$ cat config.mk
export PLATFORM = sky130hd
export DESIGN_NAME = pconv_top
export DESIGN_NICKNAME = d
export VERILOG_FILES = /design/src/rtl/pconv_pkg.sv /design/src/rtl/pconv_trig.sv /design/src/rtl/pconv_regs.sv /design/src/rtl/pconv_seq.sv /design/src/rtl/pconv_top.sv
export SDC_FILE = /design/constraint.sdc
export NUM_CORES = 1
export LEC_CHECK = 0
export ABC_CLOCK_PERIOD_IN_PS = 3580
export BUFFER_PORTS_ARGS = -buffer_cell sky130_fd_sc_hd__buf_2
export CAP_MARGIN = 20
export CORE_UTILIZATION = 50
export DETAILED_ROUTE_END_ITERATION = 8
export PLACE_DENSITY = 0.81
export SLEW_MARGIN = 20
export SYNTH_ARGS = -nofsm -noshare
export SYNTH_HDL_FRONTEND = slang
export SYNTH_SLANG_ARGS = --single-unit
$ cat constraint.sdc
create_clock -name clk -period 3.58 [get_ports clk]
set_clock_uncertainty 0.2 [all_clocks]
set_input_delay 0.179 -clock clk [delete_from_list [all_inputs] [get_ports clk]]
set_output_delay 0.179 -clock clk [all_outputs]
set_load 0.005 [all_outputs]
$ cat src/rtl/pconv_pkg.sv
package pconv_pkg;
  typedef enum logic [2:0] {
    ST_IDLE,
    ST_A_SETUP,
    ST_A_CONV,
    ST_A_WAIT,
    ST_A_HOLD,
    ST_D_SETUP,
    ST_D_STRB,
    ST_D_HOLD
  } seq_st_t;

  localparam logic [2:0] RA_CTRL = 3'd0;
  localparam logic [2:0] RA_ATIM = 3'd1;
  localparam logic [2:0] RA_AADR = 3'd2;
  localparam logic [2:0] RA_DTIM = 3'd3;
  localparam logic [2:0] RA_DWR  = 3'd4;
  localparam logic [2:0] RA_GO   = 3'd5;
  localparam logic [2:0] RA_SMPL = 3'd6;
  localparam logic [2:0] RA_STAT = 3'd7;
endpackage

$ cat src/rtl/pconv_trig.sv
module pconv_trig #(
  parameter int SYNC = 2
) (
  input  logic clk,
  input  logic rst,
  input  logic ext_trig,
  input  logic int_trig,
  input  logic ext_en,
  input  logic int_en,
  input  logic sw_start,
  output logic conv_req
);
  // chain of SYNC flops plus one history flop for the edge detector
  logic [SYNC:0] sh;
  logic          ext_edge;

  always_ff @(posedge clk) begin
    if (rst) sh <= '0;
    else     sh <= {sh[SYNC-1:0], ext_trig};
  end

  assign ext_edge = sh[SYNC-1] & ~sh[SYNC];
  assign conv_req = sw_start | (int_en & int_trig) | (ext_en & ext_edge);
endmodule

$ cat src/rtl/pconv_regs.sv
module pconv_regs
  import pconv_pkg::*;
#(
  parameter int AW = 8,
  parameter int DW = 16,
  parameter int LW = 8,
  parameter int TW = 16
) (
  input  logic          clk,
  input  logic          rst,
  input  logic          we,
  input  logic [2:0]    waddr,
  input  logic [31:0]   wdata,
  input  logic [2:0]    raddr,
  output logic [31:0]   rdata,
  input  logic [DW-1:0] sample,
  input  logic          busy,
  input  logic          tmo_evt,
  output logic          w16,
  output logic          ext_en,
  output logic          int_en,
  output logic [LW-1:0] conv_len,
  output logic [LW-1:0] rd_dly,
  output logic [TW-1:0] tmo_lim,
  output logic [AW-1:0] adc_addr,
  output logic [LW-1:0] dac_len,
  output logic          sw_start,
  output logic          dac_go,
  output logic [AW-1:0] dac_addr_w,
  output logic [DW-1:0] dac_data_w
);
  localparam int DLO = LW;
  localparam int TLO = 2 * LW;
  localparam logic [TW-1:0] TMO_RST = TW'(16);

  logic          err;
  logic [AW-1:0] dac_addr_last;
  logic [DW-1:0] dac_data_last;
  logic [31:0]   rd_mux;

  assign dac_addr_w = wdata[AW-1:0];
  assign dac_data_w = wdata[AW +: DW];
  assign sw_start   = we && (waddr == RA_GO);
  assign dac_go     = we && (waddr == RA_DWR);

  always_ff @(posedge clk) begin
    if (rst) begin
      w16           <= 1'b0;
      ext_en        <= 1'b0;
      int_en        <= 1'b0;
      conv_len      <= LW'(1);
      rd_dly        <= '0;
      tmo_lim       <= TMO_RST;
      adc_addr      <= '0;
      dac_len       <= LW'(1);
      dac_addr_last <= '0;
      dac_data_last <= '0;
    end else if (we) begin
      case (waddr)
        RA_CTRL: begin
          w16    <= wdata[0];
          ext_en <= wdata[1];
          int_en <= wdata[2];
        end
        RA_ATIM: begin
          conv_len <= wdata[LW-1:0];
          rd_dly   <= wdata[DLO +: LW];
          tmo_lim  <= wdata[TLO +: TW];
        end
        RA_AADR: adc_addr <= wdata[AW-1:0];
        RA_DTIM: dac_len  <= wdata[LW-1:0];
        RA_DWR: begin
          dac_addr_last <= dac_addr_w;
          dac_data_last <= dac_data_w;
        end
        default: ;
      endcase
    end
  end

  // sticky timeout flag: a new timeout beats a simultaneous clear
  always_ff @(posedge clk) begin
    if (rst)                                          err <= 1'b0;
    else if (tmo_evt)                                 err <= 1'b1;
    else if (we && (waddr == RA_STAT) && wdata[0])    err <= 1'b0;
  end

  always_comb begin
    rd_mux = '0;
    case (raddr)
      RA_CTRL: rd_mux[2:0] = {int_en, ext_en, w16};
      RA_ATIM: begin
        rd_mux[LW-1:0]   = conv_len;
        rd_mux[DLO +: LW] = rd_dly;
        rd_mux[TLO +: TW] = tmo_lim;
      end
      RA_AADR: rd_mux[AW-1:0] = adc_addr;
      RA_DTIM: rd_mux[LW-1:0] = dac_len;
      RA_DWR: begin
        rd_mux[AW-1:0]  = dac_addr_last;
        rd_mux[AW +: DW] = dac_data_last;
      end
      RA_SMPL: rd_mux[DW-1:0] = sample;
      RA_STAT: rd_mux[1:0]    = {busy, err};
      default: rd_mux = '0;
    endcase
  end

  always_ff @(posedge clk) begin
    if (rst) rdata <= '0;
    else     rdata <= rd_mux;
  end
endmodule

$ cat src/rtl/pconv_seq.sv
module pconv_seq
  import pconv_pkg::*;
#(
  parameter int AW = 8,
  parameter int DW = 16,
  parameter int LW = 8,
  parameter int TW = 16
) (
  input  logic          clk,
  input  logic          rst,
  input  logic          conv_req,
  input  logic          dac_go,
  input  logic [AW-1:0] dac_addr_w,
  input  logic [DW-1:0] dac_data_w,
  input  logic          w16,
  input  logic [LW-1:0] conv_len,
  input  logic [LW-1:0] rd_dly,
  input  logic [TW-1:0] tmo_lim,
  input  logic [AW-1:0] adc_addr,
  input  logic [LW-1:0] dac_len,
  input  logic          rdy,
  input  logic [DW-1:0] din,
  output logic          busy,
  output logic          tmo_evt,
  output logic [DW-1:0] sample,
  output logic [AW-1:0] addr,
  output logic [DW-1:0] dout,
  output logic          oe,
  output logic          cs_n,
  output logic          rc_n,
  output logic          wr_n,
  output logic          irq
);
  localparam int CNTW = (TW > LW) ? TW : LW;
  localparam int HW   = DW / 2;

  seq_st_t         st;
  logic [CNTW-1:0] cnt;
  logic [CNTW-1:0] conv_m1, dac_m1, tmo_m1, dly_x;
  logic [DW-1:0]   din_cut, dac_cut;

  // zero in any length field is treated as one
  always_comb begin
    conv_m1 = (conv_len == '0) ? '0 : CNTW'(conv_len) - CNTW'(1);
    dac_m1  = (dac_len  == '0) ? '0 : CNTW'(dac_len)  - CNTW'(1);
    tmo_m1  = (tmo_lim  == '0) ? '0 : CNTW'(tmo_lim)  - CNTW'(1);
    dly_x   = CNTW'(rd_dly);
    din_cut = w16 ? din : {{(DW-HW){1'b0}}, din[HW-1:0]};
    dac_cut = w16 ? dac_data_w : {{(DW-HW){1'b0}}, dac_data_w[HW-1:0]};
  end

  assign busy    = (st != ST_IDLE);
  assign tmo_evt = (st == ST_A_WAIT) && !rdy && (cnt == tmo_m1);

  always_ff @(posedge clk) begin
    if (rst) begin
      st     <= ST_IDLE;
      cnt    <= '0;
      cs_n   <= 1'b1;
      rc_n   <= 1'b1;
      wr_n   <= 1'b1;
      oe     <= 1'b0;
      addr   <= '0;
      dout   <= '0;
      sample <= '0;
      irq    <= 1'b0;
    end else begin
      irq <= 1'b0;
      case (st)
        ST_IDLE: begin
          if (conv_req) begin
            st   <= ST_A_SETUP;
            cs_n <= 1'b0;
            addr <= adc_addr;
          end else if (dac_go) begin
            st   <= ST_D_SETUP;
            oe   <= 1'b1;
            addr <= dac_addr_w;
            dout <= dac_cut;
          end
        end
        ST_A_SETUP: begin
          st   <= ST_A_CONV;
          rc_n <= 1'b0;
          cnt  <= conv_m1;
        end
        ST_A_CONV: begin
          if (cnt == '0) begin
            st   <= ST_A_WAIT;
            rc_n <= 1'b1;
          end else begin
            cnt <= cnt - CNTW'(1);
          end
        end
        ST_A_WAIT: begin
          if (rdy) begin
            st  <= ST_A_HOLD;
            cnt <= dly_x;
          end else if (cnt == tmo_m1) begin
            st   <= ST_IDLE;
            cs_n <= 1'b1;
          end else begin
            cnt <= cnt + CNTW'(1);
          end
        end
        ST_A_HOLD: begin
          if (cnt == '0) begin
            st     <= ST_IDLE;
            cs_n   <= 1'b1;
            irq    <= 1'b1;
            sample <= din_cut;
          end else begin
            cnt <= cnt - CNTW'(1);
          end
        end
        ST_D_SETUP: begin
          st   <= ST_D_STRB;
          wr_n <= 1'b0;
          cnt  <= dac_m1;
        end
        ST_D_STRB: begin
          if (cnt == '0) begin
            st   <= ST_D_HOLD;
            wr_n <= 1'b1;
          end else begin
            cnt <= cnt - CNTW'(1);
          end
        end
        ST_D_HOLD: begin
          st <= ST_IDLE;
          oe <= 1'b0;
        end
        default: st <= ST_IDLE;
      endcase
    end
  end
endmodule

$ cat src/rtl/pconv_top.sv
module pconv_top #(
  parameter int AW   = 8,
  parameter int DW   = 16,
  parameter int LW   = 8,
  parameter int TW   = 16,
  parameter int SYNC = 2
) (
  input  logic          clk,
  input  logic          rst,
  input  logic          reg_we,
  input  logic [2:0]    reg_addr,
  input  logic [31:0]   reg_wdata,
  input  logic [2:0]    reg_raddr,
  output logic [31:0]   reg_rdata,
  input  logic          int_trig,
  input  logic          ext_trig,
  input  logic          cnv_rdy,
  input  logic [DW-1:0] bus_din,
  output logic [AW-1:0] bus_addr,
  output logic [DW-1:0] bus_dout,
  output logic          bus_oe,
  output logic          cnv_cs_n,
  output logic          cnv_rc_n,
  output logic          dac_wr_n,
  output logic          irq
);
  logic          w16, ext_en, int_en, sw_start, dac_go, conv_req;
  logic          busy, tmo_evt;
  logic [LW-1:0] conv_len, rd_dly, dac_len;
  logic [TW-1:0] tmo_lim;
  logic [AW-1:0] adc_addr, dac_addr_w;
  logic [DW-1:0] dac_data_w, sample;

  pconv_regs #(.AW(AW), .DW(DW), .LW(LW), .TW(TW)) u_regs (
    .clk(clk), .rst(rst), .we(reg_we), .waddr(reg_addr), .wdata(reg_wdata),
    .raddr(reg_raddr), .rdata(reg_rdata), .sample(sample), .busy(busy),
    .tmo_evt(tmo_evt), .w16(w16), .ext_en(ext_en), .int_en(int_en),
    .conv_len(conv_len), .rd_dly(rd_dly), .tmo_lim(tmo_lim),
    .adc_addr(adc_addr), .dac_len(dac_len), .sw_start(sw_start),
    .dac_go(dac_go), .dac_addr_w(dac_addr_w), .dac_data_w(dac_data_w)
  );

  pconv_trig #(.SYNC(SYNC)) u_trig (
    .clk(clk), .rst(rst), .ext_trig(ext_trig), .int_trig(int_trig),
    .ext_en(ext_en), .int_en(int_en), .sw_start(sw_start), .conv_req(conv_req)
  );

  pconv_seq #(.AW(AW), .DW(DW), .LW(LW), .TW(TW)) u_seq (
    .clk(clk), .rst(rst), .conv_req(conv_req), .dac_go(dac_go),
    .dac_addr_w(dac_addr_w), .dac_data_w(dac_data_w), .w16(w16),
    .conv_len(conv_len), .rd_dly(rd_dly), .tmo_lim(tmo_lim),
    .adc_addr(adc_addr), .dac_len(dac_len), .rdy(cnv_rdy), .din(bus_din),
    .busy(busy), .tmo_evt(tmo_evt), .sample(sample), .addr(bus_addr),
    .dout(bus_dout), .oe(bus_oe), .cs_n(cnv_cs_n), .rc_n(cnv_rc_n),
    .wr_n(dac_wr_n), .irq(irq)
  );
endmodule

==> flow_summary.json <==
{
  "root_buffer": "clkbuf_16",
  "cts_tree": "done",
  "dieArea_mm2": 0.01780,
  "end_kind": "flop",
  "grt_pass1_vias": 8040,
  "ys_types": 67,
  "synthXorXnorAreaFrac_pct": 3.956,
  "syn_nets": 1158,
  "relSlewSlack_pct": 37.65,
  "syn_to_final_growth_pct": 21.88,
  "yosysTopAreaCell": "dfxtp_1",
  "final_area_mm2": 0.01052,
  "crit_path_top_delay_cell": "or4b_1",
  "hp-class": "in2reg",
  "viasPerCell": 5.813,
  "worst-path-buf-inv": 2,
  "power.total_w": 0.005679,
  "switching_share_pct": 34.97,
  "grt_setup_unrepaired": "false",
  "met2_usage_pct": 45.98,
  "routed_wl_um": 24440,
  "p_clk_share_pct": 31.5,
  "tns_ns": 0,
  "initial_core_util_pct": 51.70,
  "crit_chain": "buf_4, nor3_1, nand3_2, xor2_1, xor2_1, or4b_1, a32o_1, or3_1, buf_4, a21oi_1, a211oi_2",
  "place_area_mm2": 0.009311,
  "overflow": 0,
  "gp_congestion": 0.8783,
  "ys_warn_count": 0,
  "async_reset_ff_share_pct": 0,
  "switching_power_w": 0.001986,
  "port_buffers": 120,
  "whs_path_depth": 3,
  "cp_num_cells": 11,
  "clock_sinks": 175,
  "synthMuxAreaShare_pct": 6.970,
  "yosys-top-cells-area": "dfxtp_1 41%, nand2_1 9.3%, a21oi_1 7.9%",
  "grt.busiest_layer": "met2",
  "path_class": "reg2reg",
  "use_met3_pct": 4.680,
  "track_usage_pct": 27.86,
  "netlist_area_mm2": 0.008635,
  "rows": 47,
  "ys_ff_latch": 175,
  "die_w_um": 133.4,
  "dr.pass1.iters": 5,
  "synthMostInstantiatedCell": "nand2_1",
  "cap_violations": 0,
  "p_int_w": 0.003693,
  "grtUsageMet1_pct": 35.90,
  "crit_fanout": 9,
  "r2r_cells": 11,
  "synth_compound_area_share_pct": 17.78,
  "cts_buffers": 17,
  "vias": 8481,
  "finalHoldViolCount": 0,
  "critPathRequiredTime_ns": 3.69,
  "grt_max_degree": 52,
  "synth_top_area_share_pct": 40.57,
  "postRouteAntennaNets": 0,
  "whs_ns": 0.06045,
  "post-dp-hpwl_um": 15950,
  "drive_above_1_share_pct": 16.22,
  "arrival_ns": 3.45,
  "synth_common_cells": "215 x nand2_1, 175 x dfxtp_1, 136 x a21oi_1",
  "slowest_delay_ns": 0.45,
  "clk_pin_slew_ns": 0.06,
  "clock.fmax_mhz": 299.0,
  "final_nets": 1297,
  "crit_family": "simple AND/OR/NAND/NOR gates",
  "coreArea_mm2": 0.01670,
  "p_per_area_mw_per_mm2": 539.7,
  "die_h_um": 133.4,
  "synth-seq-area-share_pct": 40.57,
  "num-fill-cells": 1374,
  "drc_errors": 0,
  "combPwrFrac_pct": 29.0,
  "pin_count": 121,
  "synth_edf_count": 0,
  "synth-simple-area-share_pct": 24.56,
  "seqPwrFrac_pct": 39.5,
  "syn_inst": 1087,
  "setup_viol": 0,
  "worst_slew_pin_slew_ns": 0.9282,
  "wl_per_cell_um": 16.75,
  "status": "finished clean",
  "cts_buffer_depth": 2,
  "leakagePower_nw": 4.065,
  "synth_top_family_by_area": "simple AND/OR/NAND/NOR gates",
  "clock_latency_ns": 0.44,
  "syn_avg_cell_area_um2": 7.943,
  "fin_crit_ns": 3.344,
  "ir_drop_mv": 0.4231,
  "slew_viol_final": 0,
  "h-tree-depth": 4,
  "diodes": 0,
  "antenna_found_initial": 0,
  "synth_top_flop_cell": "dfxtp_1",
  "cp-start-kind": "flop",
  "synth-adder-area-share_pct": 1.594,
  "finalCritPeriodShare_pct": 93.42,
  "grt_pass1_wl_um": 39500,
  "drt_iter0_markers": 759
}
[worst min-delay path, stage by stage]
cell and delay (ns):
buf_2 0.18, o22ai_1 0.16, and2_1 0.14
[routing by layer]
| layer | vias to the layer above | wire (um) |
|---|---|---|
| li1 | 4051 | - |
| met1 | 3965 | 10230 |
| met2 | 405 | 11650 |
| met3 | 60 | 1894 |
| met4 | 0 | 666 |
| met5 | - | 0 |
[cell type report]
cell class                      instances  area [um^2]  share of cell area [%]
Clock buffer                           21        470.5                   4.470
Tap cell                              220        275.3                   2.616
Inverter                               16        60.06                  0.5707
Multi-Input combinational cell        817         4765                   45.27
Sequential cell                       175         3505                   33.30
Timing Repair Buffer                  199         1354                   12.86
Clock inverter                         11        95.09                  0.9036
[power groups by stage]
stage | registers, W | clock network (W) | logic [W]
finish | 0.00224 | 0.00179 | 0.00165
global route | 0.00226 | 0.00187 | 0.00180
CTS | 0.00223 | 0.00180 | 0.00161
detailed placement | 0.00228 | 0 | 0.00154
global placement | 0.00228 | 0 | 0.00151
floorplan | 0.00217 | 0 | 0.00127
[cell families (layout without fill, tap and decap cells)]
family          after synthesis  count (layout)
fa+ha+maj                    11              11
mux                          57              57
buf+inv                      95             247
flops                       175             175
compound gates              249             249
simple gates                461             461
xor+xnor                     39              39
[final timing paths]
| path | slack, ns | endpoint | from |
|---|---|---|---|
| max | 0.24 | u_seq.cnt[1]$_SDFFE_PP0P_ | u_regs.tmo_lim[0]$_SDFFE_PP0P_ |
| min | 0.06 | u_regs.rdata[4]$_SDFF_PP0_ | reg_raddr[0] |
| max reg2reg | 0.24 | u_seq.cnt[1]$_SDFFE_PP0P_ | u_regs.tmo_lim[0]$_SDFFE_PP0P_ |
| min reg2reg | 0.25 | u_seq.dout[7]$_SDFFE_PP0P_ | u_seq.dout[7]$_SDFFE_PP0P_ |
[per-stage QoR]
stage | setup WS (ns) | instances | util [%]
final | 0.2356 | 1459 | 63.01
after global routing | 0.05163 | 1459 | 63.01
after CTS | 0.1847 | 1459 | 62.92
after detailed placement | 0.2296 | 1364 | 55.75
after floorplan | 0.1489 | 1087 | -
after global placement | 0.2762 | 1364 | 55.75
[registers in the layout, indices dropped and copies added, names as in the netlist, 3 cells and up]
| register | cells |
|---|---|
| u_seq.addr | 8 |
| u_seq.cnt | 16 |
| u_regs.adc_addr | 8 |
| u_regs.tmo_lim | 16 |
| u_seq.sample | 16 |
| u_regs.rd_dly | 8 |
| u_regs.rdata | 32 |
| u_regs.dac_len | 8 |
| u_trig.sh | 3 |
| u_regs.conv_len | 8 |
| u_regs.dac_data_last | 16 |
| u_seq.st | 3 |
| u_seq.dout | 16 |
| u_regs.dac_addr_last | 8 |
[timing repair]
action | in CTS | in global routing
setup endpoints to repair | 0 | 26
endpoints found under the hold margin | 125 | 0
gates resized for setup | 0 | 5
buffers inserted | 0 | 0
hold buffers | 63 | 0
[cell usage in the layout, fill, tap and decap left out, types with 16 or more instances in the layout]
| cell type | n |
|---|---|
| nand2_1 | 215 |
| dfxtp_1 | 174 |
| a21oi_1 | 136 |
| buf_2 | 119 |
| nor2_1 | 88 |
| dlygate4sd3_1 | 63 |
| mux2i_1 | 50 |
| nand3_1 | 33 |
| xor2_1 | 27 |
| nand2b_1 | 21 |
| nor3_1 | 19 |
| o21ai_0 | 18 |
| clkbuf_16 | 17 |
| buf_4 | 17 |
| inv_1 | 16 |
| a211oi_1 | 16 |
Note: power is estimated with default switching activity, not from simulation.
